[src/rtl/spi_xfer_pkg.sv]
package spi_xfer_pkg;
    localparam int SEL_W = 4;
    localparam int IDX_W = 2;
    localparam logic [SEL_W-1:0] CS_IDLE = '1;

    typedef struct packed {
        logic             master;
        logic             var_sel;
        logic             decode;
        logic             fault_off;
        logic             wait_read;
        logic             loopback;
        logic [SEL_W-1:0] fixed_sel;
    } mode_t;

    typedef enum logic {ST_IDLE, ST_BUSY} xfer_st_e;

    typedef struct packed {
        logic [SEL_W-1:0] cs_code;
        logic [IDX_W-1:0] idx;
    } sel_map_t;

    // Position of the lowest active-low line; top index when none is low.
    function automatic logic [IDX_W-1:0] lowest_low(input logic [SEL_W-1:0] c);
        logic [IDX_W-1:0] r;
        r = IDX_W'(SEL_W - 1);
        for (int i = SEL_W - 1; i >= 0; i--) begin
            if (!c[i]) r = IDX_W'(i);
        end
        return r;
    endfunction
endpackage

[src/rtl/spi_sel_map.sv]
module spi_sel_map
    import spi_xfer_pkg::*;
(
    input  logic             decode,
    input  logic [SEL_W-1:0] sel,
    output sel_map_t         map
);
    always_comb begin
        map.cs_code = sel;
        if (decode) map.idx = sel[SEL_W-1 -: IDX_W];
        else        map.idx = lowest_low(sel);
    end
endmodule

[src/rtl/spi_fault_mon.sv]
module spi_fault_mon (
    input  logic clk,
    input  logic rst,
    input  logic master,
    input  logic fault_off,
    input  logic ss_n,
    input  logic clr,
    output logic fault
);
    logic set_now;
    assign set_now = master && !fault_off && !ss_n;

    always_ff @(posedge clk) begin
        if (rst) fault <= 1'b0;
        else     fault <= set_now || (fault && !clr);
    end

    // detection disabled never raises a fresh fault
    assert_fault_off_quiet_R11: assert property (@(posedge clk) disable iff (rst)
        ($past(fault_off) && !$past(fault)) |-> !fault);
endmodule

[src/rtl/spi_rx_hold.sv]
module spi_rx_hold #(
    parameter int DATA_W = 16
) (
    input  logic              clk,
    input  logic              rst,
    input  logic              load,
    input  logic [DATA_W-1:0] din,
    input  logic              rd,
    input  logic              ovr_clr,
    output logic [DATA_W-1:0] dout,
    output logic              full,
    output logic              ovr
);
    logic ovr_set;
    assign ovr_set = load && full && !rd;

    always_ff @(posedge clk) begin
        if (rst) begin
            dout <= '0;
            full <= 1'b0;
            ovr  <= 1'b0;
        end else begin
            ovr <= ovr_set || (ovr && !ovr_clr);
            if (load) begin
                dout <= din;
                full <= 1'b1;
            end else if (rd) begin
                full <= 1'b0;
            end
        end
    end

    // overrun only rises when a word lands on unread data
    assert_overrun_cause_R12: assert property (@(posedge clk) disable iff (rst)
        $rose(ovr) |-> ($past(full) && $past(load)));
endmodule

[src/rtl/spi_xfer_ctrl.sv]
module spi_xfer_ctrl
    import spi_xfer_pkg::*;
#(
    parameter int DATA_W = 16
) (
    input  logic              clk,
    input  logic              rst,
    input  logic              cfg_master,
    input  logic              cfg_var_sel,
    input  logic              cfg_decode,
    input  logic              cfg_fault_off,
    input  logic              cfg_wait_read,
    input  logic              cfg_loopback,
    input  logic [3:0]        cfg_fixed_sel,
    input  logic              tx_valid,
    output logic              tx_ready,
    input  logic [DATA_W-1:0] tx_data,
    input  logic [3:0]        tx_sel,
    output logic              shift_start,
    output logic [DATA_W-1:0] shift_data,
    output logic [1:0]        cfg_idx,
    input  logic              shift_done,
    input  logic [DATA_W-1:0] shift_rx_data,
    output logic [3:0]        cs_n,
    input  logic              ss_n_in,
    input  logic              sdo_in,
    input  logic              miso_in,
    output logic              sdi_out,
    input  logic              rx_read,
    output logic [DATA_W-1:0] rx_data,
    output logic              rx_full,
    output logic              overrun,
    input  logic              overrun_clr,
    output logic              mode_fault,
    input  logic              fault_clr
);
    mode_t            mode;
    xfer_st_e         st;
    logic [SEL_W-1:0] sel;
    sel_map_t         map;
    logic             can_start, accept;

    assign mode = '{master: cfg_master, var_sel: cfg_var_sel, decode: cfg_decode,
                    fault_off: cfg_fault_off, wait_read: cfg_wait_read,
                    loopback: cfg_loopback, fixed_sel: cfg_fixed_sel};

    assign sel = mode.var_sel ? tx_sel : mode.fixed_sel;

    spi_sel_map u_map (.decode(mode.decode), .sel(sel), .map(map));

    spi_fault_mon u_fault (
        .clk(clk), .rst(rst), .master(mode.master), .fault_off(mode.fault_off),
        .ss_n(ss_n_in), .clr(fault_clr), .fault(mode_fault)
    );

    spi_rx_hold #(.DATA_W(DATA_W)) u_rx (
        .clk(clk), .rst(rst), .load(shift_done), .din(shift_rx_data),
        .rd(rx_read), .ovr_clr(overrun_clr), .dout(rx_data),
        .full(rx_full), .ovr(overrun)
    );

    assign can_start = (st == ST_IDLE) && mode.master && !mode_fault
                       && !(mode.wait_read && rx_full);
    assign tx_ready  = can_start;
    assign accept    = tx_valid && can_start;
    assign sdi_out   = mode.loopback ? sdo_in : miso_in;

    always_ff @(posedge clk) begin
        if (rst) begin
            st          <= ST_IDLE;
            cs_n        <= CS_IDLE;
            cfg_idx     <= '0;
            shift_start <= 1'b0;
            shift_data  <= '0;
        end else begin
            shift_start <= 1'b0;
            if (accept) begin
                st          <= ST_BUSY;
                cs_n        <= map.cs_code;
                cfg_idx     <= map.idx;
                shift_start <= 1'b1;
                shift_data  <= tx_data;
            end else if (st == ST_BUSY && shift_done) begin
                st   <= ST_IDLE;
                cs_n <= CS_IDLE;
            end
        end
    end

    // no start follows a slave-mode cycle
    assert_slave_no_start_R2: assert property (@(posedge clk) disable iff (rst)
        shift_start |-> $past(cfg_master));
    // no start while unread data blocks it
    assert_wait_read_hold_R8: assert property (@(posedge clk) disable iff (rst)
        (shift_start && $past(cfg_wait_read)) |-> !$past(rx_full));
    // a pending mode fault blocks starts
    assert_fault_blocks_R10: assert property (@(posedge clk) disable iff (rst)
        shift_start |-> !$past(mode_fault));
    // chip selects idle right after a completion
    assert_cs_release_R7: assert property (@(posedge clk) disable iff (rst)
        ($past(shift_done) && !$past(shift_start)) |-> (cs_n == CS_IDLE));
endmodule

[config.mk]
export PLATFORM = sky130hd
export DESIGN_NAME = spi_xfer_ctrl
export DESIGN_NICKNAME = d
export VERILOG_FILES = /design/src/rtl/spi_xfer_pkg.sv /design/src/rtl/spi_sel_map.sv /design/src/rtl/spi_fault_mon.sv /design/src/rtl/spi_rx_hold.sv /design/src/rtl/spi_xfer_ctrl.sv
export SDC_FILE = /design/constraint.sdc
export NUM_CORES = 1
export LEC_CHECK = 0
export BUFFER_PORTS_ARGS = -buffer_cell sky130_fd_sc_hd__buf_2
export CORE_MARGIN = 4
export CORE_UTILIZATION = 46
export CTS_BUF_LIST = sky130_fd_sc_hd__clkbuf_16
export CTS_CLUSTER_DIAMETER = 80
export DETAILED_ROUTE_END_ITERATION = 8
export GPL_TIMING_DRIVEN = 0
export HOLD_SLACK_MARGIN = 0.06
export MAX_ROUTING_LAYER = met4
export PLACE_DENSITY_LB_ADDON = 0.3
export SYNTH_ARGS = -nofsm -noshare
export SYNTH_HDL_FRONTEND = slang
export SYNTH_SLANG_ARGS = --single-unit
[constraint.sdc]
create_clock -name clk -period 3.8 [get_ports clk]
set_input_delay 0.38 -clock clk [delete_from_list [all_inputs] [get_ports clk]]
set_output_delay 0.38 -clock clk [all_outputs]
set_load 0.1 [all_outputs]
Word level (Yosys, flattened, before mapping) --
Index checks and enable logic that the tools add are counted.
Storage, ports and cells: bits in registers 43, input bits 56, output and inout port bits 44
Operators by class: reductions and logical operators 23, mux-type cells 13, bitwise operators 1
Operators by type and width (number):
- logical AND 1 bit | 12
- two-way mux 4 bit | 3
- logical NOT 1 bit | 7
- two-way mux 1 bit | 7
- two-way mux 2 bit | 3
- nonzero test 2 bit | 2
- logical OR 1 bit | 2
- inverter 1 bit | 1

Depth between registers and ports, before layout --
Gate-level depths: netlist of run 1.
depth in word-level cells 6, depth in mapped cells 6

By module --
Synthesis of run 1 repeated with hierarchy kept, for this count alone.
Unflattened totals: cell total of the unflattened synthesis 184, area, all modules 1905.6 um^2
By module, submodules not included:
- spi_xfer_ctrl | seq. area each 480.5 um^2, instances 1, cells an instance 112, area an instance 1143.6 um^2
- spi_rx_hold | seq. area each 360.3 um^2, instances 1, cells an instance 59, area an instance 666.9 um^2
- spi_sel_map | seq. area each 0.0 um^2, instances 1, cells an instance 9, area an instance 55.1 um^2
- spi_fault_mon | seq. area each 20.0 um^2, instances 1, cells an instance 4, area an instance 40.0 um^2

Worst setup path before layout of run 1 --
OpenSTA, ideal clock, no wires.
kind register to output, start reg u_rx.full, end out tx_ready, cell stages (with the launch flop) 3, data required time 3.420 ns, arrival 3.034 ns, slack 0.386 ns, buffers on the path 0, path through dfxtp_1 a21bo_4 nor3_1
Between the ends: cells in the longest elaborated chain, start to end 3
RTL lines:
- start, declared | RTL line spi_rx_hold.sv:11 | output logic full,
- start signal, assigned | RTL line spi_rx_hold.sv:20 | full <= 1'b0;
- start signal, assigned | RTL line spi_rx_hold.sv:26 | full <= 1'b1;
- start signal, assigned | RTL line spi_rx_hold.sv:28 | full <= 1'b0;
- logical AND 1 bit | RTL line spi_xfer_ctrl.sv:63 | && !(mode.wait_read && rx_full);
- logical NOT 1 bit | RTL line spi_xfer_ctrl.sv:63
- logical AND 1 bit | RTL line spi_xfer_ctrl.sv:63
- end, declared | RTL line spi_xfer_ctrl.sv:16 | output logic tx_ready,
No other way between the ends.

Worst setup path in the final report of run 1 --
Ends and elaborated chain as after synthesis.

==> impl_metrics.json, run 1 <==
{
  "met2_usage_pct": 31.11,
  "cts.sinks": 43,
  "num_rows": 21,
  "area_growth_pct": 39.51,
  "fin_tns_setup_ns": 0,
  "finalCritPeriodShare_pct": 46.76,
  "path_clk_slew_ns": 0.05,
  "grt.total_usage_pct": 18.49,
  "leakage_uw": 0.001183,
  "seqCellArea_sq_um": 860.8,
  "synthTopCellsByArea": "dfxtp_1 (51%), mux2i_1 (10%), nand2_1 (7.7%), a21oi_1 (6.2%), nor2_1 (5.1%)",
  "fin_crit_ns": 1.777,
  "fmax_mhz": 562.7,
  "design_area_sq_mm": 0.002372,
  "grt_busiest_layer": "met2",
  "routed_wl_um": 4080,
  "grt_remaining_overflow": 0,
  "tightest_slew_ns": 0.4988,
  "power_density_mw_per_mm2": 495.6,
  "crit_path_end_kind": "output pin",
  "antenna_cells": 0,
  "slew_headroom_pct": 66.98,
  "dr.pass1.iters": 5,
  "viasPerCell": 4.831,
  "tritoncts.num_buffers": 5,
  "clk_latency_ns": 0.27,
  "yosysUniqueCellTypes": 27,
  "cts-hold-fix-buffers": 0,
  "synth_top_area_share_pct": 50.63,
  "maxSlewViolCount": 0,
  "placed_area_sq_mm": 0.002243,
  "avgSynthCellArea_sq_um": 9.343,
  "cts_setup_buffers": 0,
  "synthesis.nets": 238,
  "r2r-start": "u_rx.full",
  "wl_per_cell_um": 12.33,
  "yosys_warnings": 0,
  "cts_root_buf": "clkbuf_16",
  "grtUsageMet1_pct": 20.93,
  "finalHoldViolCount": 0,
  "core-area_sq_mm": 0.003442,
  "die_area_sq_mm": 0.004733,
  "clock_skew_ns": 0.004552,
  "syn_inst": 182,
  "cp-startpoint": "u_rx.full",
  "die_w_um": 68.80,
  "gp_congestion": 0.7362,
  "critPathBufInv": 1,
  "yosysSeqAreaShare_pct": 50.63,
  "slowest_stage": "buf_2",
  "clock_path_buffers": 2,
  "layout.nets": 342,
  "cp_max_fo": 3,
  "drive_gt1_share_pct": 41.75,
  "tritoncts": "built",
  "antenna_found_initial": 0,
  "ys.flop_type": "dfxtp_1",
  "path_cells": "a21bo_4 > nor3_1 > buf_2",
  "worstSetupStartpointType": "flip-flop",
  "nFillCells": 308,
  "num_vias": 1599,
  "dp_hpwl_um": 3198,
  "status": "completed",
  "io_buffers": 97,
  "drc_errors": 0,
  "grt_pass1_vias": 1473,
  "grt_setup_unrepaired": "no",
  "ys_async_sr_fraction_pct": 0,
  "io_pins": 100,
  "start_util_pct": 49.40,
  "crit_family": "buffers and inverters",
  "synth_edf_count": 0,
  "ys_ff_latch": 43,
  "hp-class": "primary input to flip-flop",
  "htreeDepth": 2,
  "grt_max_degree": 12,
  "r2r_setup_slack_ns": 2.21,
  "synth_top_area_cell": "dfxtp_1",
  "vdd_drop_max_mv": 0.3146,
  "finalSetupViolations": 0,
  "fp.dieH_um": 68.80,
  "fin_hold_ws_ns": 0.3398,
  "maxCapViolations": 0,
  "worstSetupPathType": "flip-flop to output pin",
  "r2r_cells": 5,
  "crit_required_ns": 3.42,
  "cpPeakStageDelay_ns": 0.46,
  "crit_cells": 3,
  "gr-usage-met3_pct": 4.214,
  "drt_iter0_drc": 68,
  "timing.rr.end": "cs_n[3]",
  "syn-cell-area_sq_mm": 0.001700,
  "arrival_ns": 1.40,
  "cts_resized": 0,
  "multiInputGateArea_sq_um": 750.7,
  "grt_first_pass_wirelength_um": 6375,
  "final_antenna_net_count": 0,
  "endpoint": "tx_ready"
}
-- per-layer routing --
metal / vias up / wire length (um)
met2: 67 / 2004
met4: 0 / 71
met1: 717 / 1628
met5: - / 0
met3: 6 / 376
li1: 809 / -
-- per-stage QoR --
| step | total power, uW | setup slack [ns] | utilization (%) | instances |
|---|---|---|---|---|
| floorplan | 743.3 | 0.3860 | - | 182 |
| global placement | 805.9 | 2.064 | 65.18 | 325 |
| detailed placement | 809.8 | 2.025 | 65.18 | 325 |
| CTS | 1185 | 2.012 | 68.92 | 331 |
| global route | 1221 | 1.989 | 68.92 | 331 |
| finish | 1176 | 2.023 | 68.92 | 331 |
-- cell type report --
type / instances / area share [%]
clock buffers: 5 / 5.274
well taps: 46 / 2.426
clock inverters: 1 / 0.1582
plain buffers: 13 / 3.745
flip-flops and latches: 43 / 36.29
repair buffers: 97 / 20.46
multi-input cells: 126 / 31.65
-- placed cells by master, fill, tap and decap left out, types with 2 or more instances in the layout --
master,count
clkbuf_16,5
a21oi_1,21
dfxtp_1,43
nor3_1,4
o21bai_1,4
clkbuf_1,3
a211oi_2,2
buf_4,2
buf_6,3
mux2i_1,17
nand2b_1,3
nor2b_1,5
nand2_1,35
buf_2,101
nor2_1,23
-- state kept, by name, indices dropped and copies added (netlist names) --
| signal | flops |
|---|---|
| shift_start | 1 |
| u_rx.full | 1 |
| u_rx.dout | 16 |
| u_fault.fault | 1 |
| u_rx.ovr | 1 |
| cs_n | 4 |
| st | 1 |
| shift_data | 16 |
| cfg_idx | 2 |
-- worst min path at each step --
| stage | from | end | slack, ns | cells past startpoint |
|---|---|---|---|---|
| after floorplan | tx_data[0] | shift_data[0] | 0.52 | 2 |
| after global placement | shift_data[1] | shift_data[1] | 0.44 | 2 |
| after detailed placement | shift_data[4] | shift_data[4] | 0.44 | 2 |
| after CTS | shift_rx_data[0] | u_rx.dout[0] | 0.34 | 3 |
| after global routing | shift_rx_data[0] | u_rx.dout[0] | 0.34 | 3 |
| final | rst | cs_n[0] | 0.34 | 2 |
-- power breakdown --
part / leakage, uW / switching, uW / internal (uW)
Combinational: 0.000764 / 240 / 71.9
Sequential: 0.000353 / 12.3 / 475
Clock: 0.0000669 / 144 / 233
-- cells in the mapped netlist (all sizes together) (2+ instances only) --
master and n:
buf 9, nor2b 5, nand2 35, mux2i 17
dfxtp 43, a21oi 22, nand2b 3, nor2 23
nor3 4, a211oi 2, clkbuf 3, o21bai 4
-- cell families (layout without fill, tap and decap cells) --
family | count (synthesis) | after routing | share of synthesized area (%)
and+or+nand+nor | 76 | 76 | 20.31
DFF | 43 | 43 | 50.63
AOI/OAI and AO/OA | 31 | 31 | 11.85
muxes | 19 | 19 | 11.99
buffers and inverters | 13 | 116 | 5.224
Power figures use the tool's default switching activity.
==> run 2, diff against run 1 <==
--- a/config.mk
+++ b/config.mk
@@ -7,7 +7,7 @@
 export LEC_CHECK = 0
 export BUFFER_PORTS_ARGS = -buffer_cell sky130_fd_sc_hd__buf_2
 export CORE_MARGIN = 4
-export CORE_UTILIZATION = 46
+export CORE_UTILIZATION = 39
 export CTS_BUF_LIST = sky130_fd_sc_hd__clkbuf_16
 export CTS_CLUSTER_DIAMETER = 80
 export DETAILED_ROUTE_END_ITERATION = 8
==> constraint.sdc (replaced) <==
create_clock -name clk -period 1.4 [get_ports clk]
set_input_delay 0.14 -clock clk [delete_from_list [all_inputs] [get_ports clk]]
set_output_delay 0.14 -clock clk [all_outputs]
set_load 0.1 [all_outputs]
==> impl_metrics.json, run 2 (same netlist as run 1, synthesis figures left out) <==
{
  "status": "complete, but fails checks",
  "violations": "negative setup slack",
  "worstSetupStartpointType": "flip-flop",
  "vdd_drop_max_mv": 0.7942,
  "final_antenna_net_count": 0,
  "antenna_found_initial": 0,
  "cts-hold-fix-buffers": 0,
  "clock_skew_ns": 0.002017,
  "whs_endpoint": "cs_n[0]",
  "hp-start": "rst",
  "io_buffers": 97,
  "power_density_mw_per_mm2": 1341,
  "crit_path_end_kind": "flip-flop",
  "area_growth_pct": 54.01,
  "post-route-util_pct": 63.64,
  "gp_congestion": 0.8029,
  "layout.nets": 347,
  "fp.dieH_um": 74.03,
  "finalCritPeriodShare_pct": 113.5,
  "num_vias": 1629,
  "post-place-cells": 329,
  "cp-startpoint": "u_rx.full",
  "fmax_mhz": 629.2,
  "met2_usage_pct": 26.57,
  "routed_wl_um": 4398,
  "cp_max_fo": 7,
  "grt_busiest_layer": "met2",
  "hp-class": "primary input to flip-flop",
  "timing.rr.end": "shift_data[8]",
  "reg.largest.list": "shift_data x16, u_rx.dout x16, cs_n x4",
  "tritoncts": "built",
  "pre_cts_slack_ns": -0.2146,
  "finalSetupViolations": 25,
  "clock_path_buffers": 2,
  "dr.pass1.iters": 4,
  "crit_required_ns": 1.54,
  "grt_first_pass_wirelength_um": 6982,
  "tightest_slew_ns": 0.5010,
  "viasPerCell": 4.763,
  "drive_gt1_share_pct": 51.71,
  "clk_latency_ns": 0.28,
  "start_util_pct": 41.32,
  "antenna_cells": 0,
  "die_w_um": 74.03,
  "slew_headroom_pct": 66.60,
  "grt_pass1_vias": 1605,
  "finalPower_uw": 3512,
  "final_common_cell": "buf_2",
  "path_clk_slew_ns": 0.06,
  "r2r_cells": 6,
  "arrival_ns": 1.73,
  "grt.total_usage_pct": 16.87,
  "cts_root_buf": "clkbuf_16",
  "grt_setup_unrepaired": "yes",
  "drc_errors": 0,
  "die_area_sq_mm": 0.005480,
  "gr-usage-met3_pct": 5.541,
  "fin_crit_ns": 1.589,
  "io_pins": 100,
  "tritoncts.num_buffers": 5,
  "maxSlewViolCount": 0,
  "cts.sinks": 43,
  "r2r-start": "u_rx.full",
  "grt_max_degree": 14,
  "finalHoldViolCount": 0,
  "worstSetupPathType": "flip-flop to flip-flop",
  "fin_ws_ns": -0.1894,
  "dp_hpwl_um": 3172,
  "maxCapViolations": 0,
  "grt_remaining_overflow": 0,
  "wl_per_cell_um": 12.86,
  "grtUsageMet1_pct": 21.14,
  "leakage_uw": 0.001271,
  "core-area_sq_mm": 0.004115,
  "instances_no_fill": 342,
  "fin_hold_ws_ns": 0.09440,
  "r2r_setup_slack_ns": -0.19,
  "num_rows": 23,
  "htreeDepth": 2,
  "hold_depth": 2,
  "drt_iter0_drc": 61,
  "final_cell_mix": "buf_2 (98), dfxtp_1 (41), nor2_1 (22), nand2_1 (22), mux2i_1 (17)"
}
run 2: cell count changes in the layout (fill, tap and decap cells not counted), sizes merged:
cell,before,now
clkinv,0,2
buf,106,111
bufinv,0,1
inv,1,0
run 2: worst max path at each step:
stage / endpoint / slack, ns / cells past startpoint
after global routing: shift_data[10] / -0.24 / 6
after global placement: shift_data[11] / -0.20 / 6
final: shift_data[8] / -0.19 / 6
after detailed placement: shift_data[12] / -0.21 / 6
after floorplan: cfg_idx[1] / -0.30 / 6
after CTS: shift_data[12] / -0.18 / 6
run 2: metrics by stage:
stage          area (sq um)  setup TNS [ns]
6_report               2619          -3.869
5_1_grt                2619          -5.079
4_1_cts                2584          -3.942
3_5_place_dp           2265          -4.321
3_3_place_gp           2265          -4.277
2_1_floorplan          1717          -6.610
run 2: critical path, stage by stage, from the launching register on:
cell and delay (ns):
dfxtp_4 0.34, a21bo_4 0.21, or4b_4 0.48, buf_8 0.16, buf_6 0.14, nand2_2 0.06, a21oi_1 0.06
run 2: layout make-up:
cell class / count / area [sq um]
Tap cell: 50 / 62.56
Sequential cell: 43 / 865.8
Buffer: 13 / 112.6
Clock buffer: 5 / 125.1
Multi-Input combinational cell: 126 / 852.1
Clock inverter: 3 / 38.79
Timing Repair Buffer: 102 / 561.8
Fill cell: 360 / 1496
run 2: power by group:
part,switching (uW),leakage (uW),internal [uW]
clock network,433,0.0000812,831
registers,39.9,0.000354,1290
logic,675,0.000836,244
run 2: repair_timing:
item                       4_1_cts  5_1_grt
pin swaps                       23        3
setup buffers                    3        0
setup endpoints to repair       25       25
gates cloned                     2        0
gates resized for setup         33        8
run 2: routing by layer:
layer  part of all wire (%)  vias up  wire [um]
li1                       -      824          -
met1                     43      733       1901
met2                     48       67       2123
met3                    7.7        5        337
met4                   0.82        0         36
met5                      0        -          0
==> run 3, diff against run 2 <==
--- a/config.mk
+++ b/config.mk
@@ -5,9 +5,10 @@
 export SDC_FILE = /design/constraint.sdc
 export NUM_CORES = 1
 export LEC_CHECK = 0
+export ABC_AREA = 1
 export BUFFER_PORTS_ARGS = -buffer_cell sky130_fd_sc_hd__buf_2
 export CORE_MARGIN = 4
-export CORE_UTILIZATION = 39
+export CORE_UTILIZATION = 38
 export CTS_BUF_LIST = sky130_fd_sc_hd__clkbuf_16
 export CTS_CLUSTER_DIAMETER = 80
 export DETAILED_ROUTE_END_ITERATION = 8
==> impl_metrics.json, run 3 <==
{
  "final_cell_mix": "buf_2 (101), nand2_1 (54), dfxtp_1 (41)",
  "vdd_drop_max_mv": 0.5879,
  "power_density_mw_per_mm2": 1382,
  "worstSetupPathType": "flip-flop to output pin",
  "cpPeakStageDelay_ns": 0.33,
  "path_cells": "nor2_2 > nand3_2 > clkinvlp_4 > buf_6",
  "arrival_ns": 1.18,
  "synth_most_common_cell": "nand2_1",
  "crit_family": "flip-flops",
  "cts-hold-fix-buffers": 0,
  "design_area_sq_mm": 0.002364,
  "start_util_pct": 39.93,
  "post-route-util_pct": 57.84,
  "syn-cell-area_sq_mm": 0.001632,
  "clock_skew_ns": 0.002303,
  "dp_hpwl_um": 3280,
  "fp.dieH_um": 73.53,
  "finalHoldViolCount": 0,
  "maxSlewViolCount": 0,
  "r2r-start": "st",
  "antenna_cells": 0,
  "layout.nets": 383,
  "maxCapViolations": 0,
  "crit_path_end_kind": "output pin",
  "clk_latency_ns": 0.27,
  "grt_first_pass_wirelength_um": 6610,
  "avgSynthCellArea_sq_um": 7.450,
  "synth.top_cells.by_count": "nand2_1 (54), dfxtp_1 (43), nor2_1 (37), a21oi_1 (21), o21ai_0 (21)",
  "io_pins": 100,
  "synthTopCellsByArea": "dfxtp_1 (53%), nand2_1 (12%), nor2_1 (8.5%), a21oi_1 (6.4%), o21ai_0 (6.4%)",
  "ys_ff_latch": 43,
  "grt_remaining_overflow": 0,
  "yosysUniqueCellTypes": 19,
  "fmax_mhz": 754.8,
  "die_area_sq_mm": 0.005406,
  "path_clk_slew_ns": 0.06,
  "finalSetupViolations": 0,
  "fin_crit_ns": 1.325,
  "tritoncts": "built",
  "fin_tns_setup_ns": 0,
  "num_rows": 23,
  "status": "completed",
  "synth_top_area_cell": "dfxtp_1",
  "grt_setup_unrepaired": "no",
  "crit_required_ns": 1.26,
  "drive_gt1_share_pct": 36.59,
  "ys.flop_type": "dfxtp_1",
  "final_common_cell": "buf_2",
  "grt_pass1_vias": 1481,
  "dr.pass1.iters": 4,
  "synth_edf_count": 0,
  "grt.total_usage_pct": 16.25,
  "htreeDepth": 2,
  "gp_congestion": 0.7246,
  "syn_inst": 219,
  "fin_hold_ws_ns": 0.08609,
  "worstSetupStartpointType": "flip-flop",
  "grt_max_degree": 13,
  "antenna_found_initial": 0,
  "num_vias": 1743,
  "tritoncts.num_buffers": 5,
  "wl_per_cell_um": 11.55,
  "hp-start": "shift_rx_data[2]",
  "finalCritPeriodShare_pct": 94.63,
  "viasPerCell": 4.611,
  "yosysSeqAreaShare_pct": 52.76,
  "ys_async_sr_fraction_pct": 0,
  "cp-startpoint": "st",
  "cts_root_buf": "clkbuf_16",
  "drc_errors": 0,
  "nFillCells": 428,
  "cp_max_fo": 3,
  "synth_top_area_share_pct": 52.76,
  "slowest_stage": "dfxtp_1",
  "drt_iter0_drc": 84,
  "leakage_uw": 0.001198,
  "die_w_um": 73.53,
  "synthesis.nets": 275,
  "core-area_sq_mm": 0.004086,
  "tightest_slew_ns": 0.4960,
  "io_buffers": 97,
  "slew_headroom_pct": 67.16,
  "placed_area_sq_mm": 0.002191,
  "routed_wl_um": 4365,
  "cts.sinks": 43,
  "hp-class": "primary input to flip-flop",
  "critPathBufInv": 2,
  "final_antenna_net_count": 0,
  "area_growth_pct": 44.86,
  "reg.largest.list": "shift_data x16, u_rx.dout x16, cs_n x4",
  "yosys_warnings": 0,
  "clock_path_buffers": 2
}
[run 3: worst min-delay path: stages]
cell and delay, ns:
buf_2 0.07, nor2_1 0.03, nor2_1 0.08
[run 3: cell type report]
type / count / area (sq um) / area share (%)
repair buffers: 101 / 521.8 / 22.08
inverters: 17 / 67.56 / 2.859
well taps: 50 / 62.56 / 2.647
clock inverters: 3 / 11.26 / 0.4764
plain buffers: 10 / 52.55 / 2.223
multi-input cells: 149 / 654.4 / 27.69
flip-flops and latches: 43 / 868.3 / 36.74
clock buffers: 5 / 125.1 / 5.294
[run 3: final timing paths]
path / to / slack [ns] / cells after the start
hold reg to reg: cfg_idx[0] / 0.46 / 2
setup reg to reg: shift_data[13] / 0.12 / 7
hold / removal: u_rx.dout[2] / 0.09 / 3
setup / recovery: tx_ready / 0.08 / 4
[run 3: metrics by stage]
| step | power, uW | cells | setup slack (ns) |
|---|---|---|---|
| after floorplan | 2033 | 219 | 0.05213 |
| after global placement | 2214 | 366 | 0.05017 |
| after detailed placement | 2222 | 366 | 0.02523 |
| after CTS | 3293 | 374 | 0.01035 |
| after global routing | 3418 | 378 | 0.01800 |
| final | 3267 | 378 | 0.07514 |
[run 3: where the power goes]
group	internal [uW]	switching, uW
combinational	179	704
sequential	1290	30.4
clock	641	420
total	2110	1150
[run 3: per-layer routing]
| layer | vias to the layer above | part of all wire, % | global-route usage (%) |
|---|---|---|---|
| li1 | 907 | - | - |
| met1 | 782 | 42 | 19.16 |
| met2 | 52 | 51 | 27.17 |
| met3 | 2 | 6.1 | 4.104 |
| met4 | 0 | 0.69 | 4.829 |
| met5 | - | 0 | - |
[run 3: cells by family (layout without fill, tap and decap cells)]
group / after synthesis / in the layout / synth area share [%]
AO/OA/AOI/OAI: 43 / 43 / 13.34
buffers and inverters: 27 / 136 / 7.131
flip-flops: 43 / 43 / 52.76
multiplexers: 1 / 1 / 0.6901
AND/OR/NAND/NOR: 105 / 105 / 26.07
[run 3: timing repair]
| item | in CTS | in global routing |
|---|---|---|
| setup endpoints to repair | 1 | 8 |
| resized for setup | 1 | 1 |
| gates cloned | 0 | 0 |
| pin swaps | 0 | 1 |
| setup buffers | 0 | 4 |
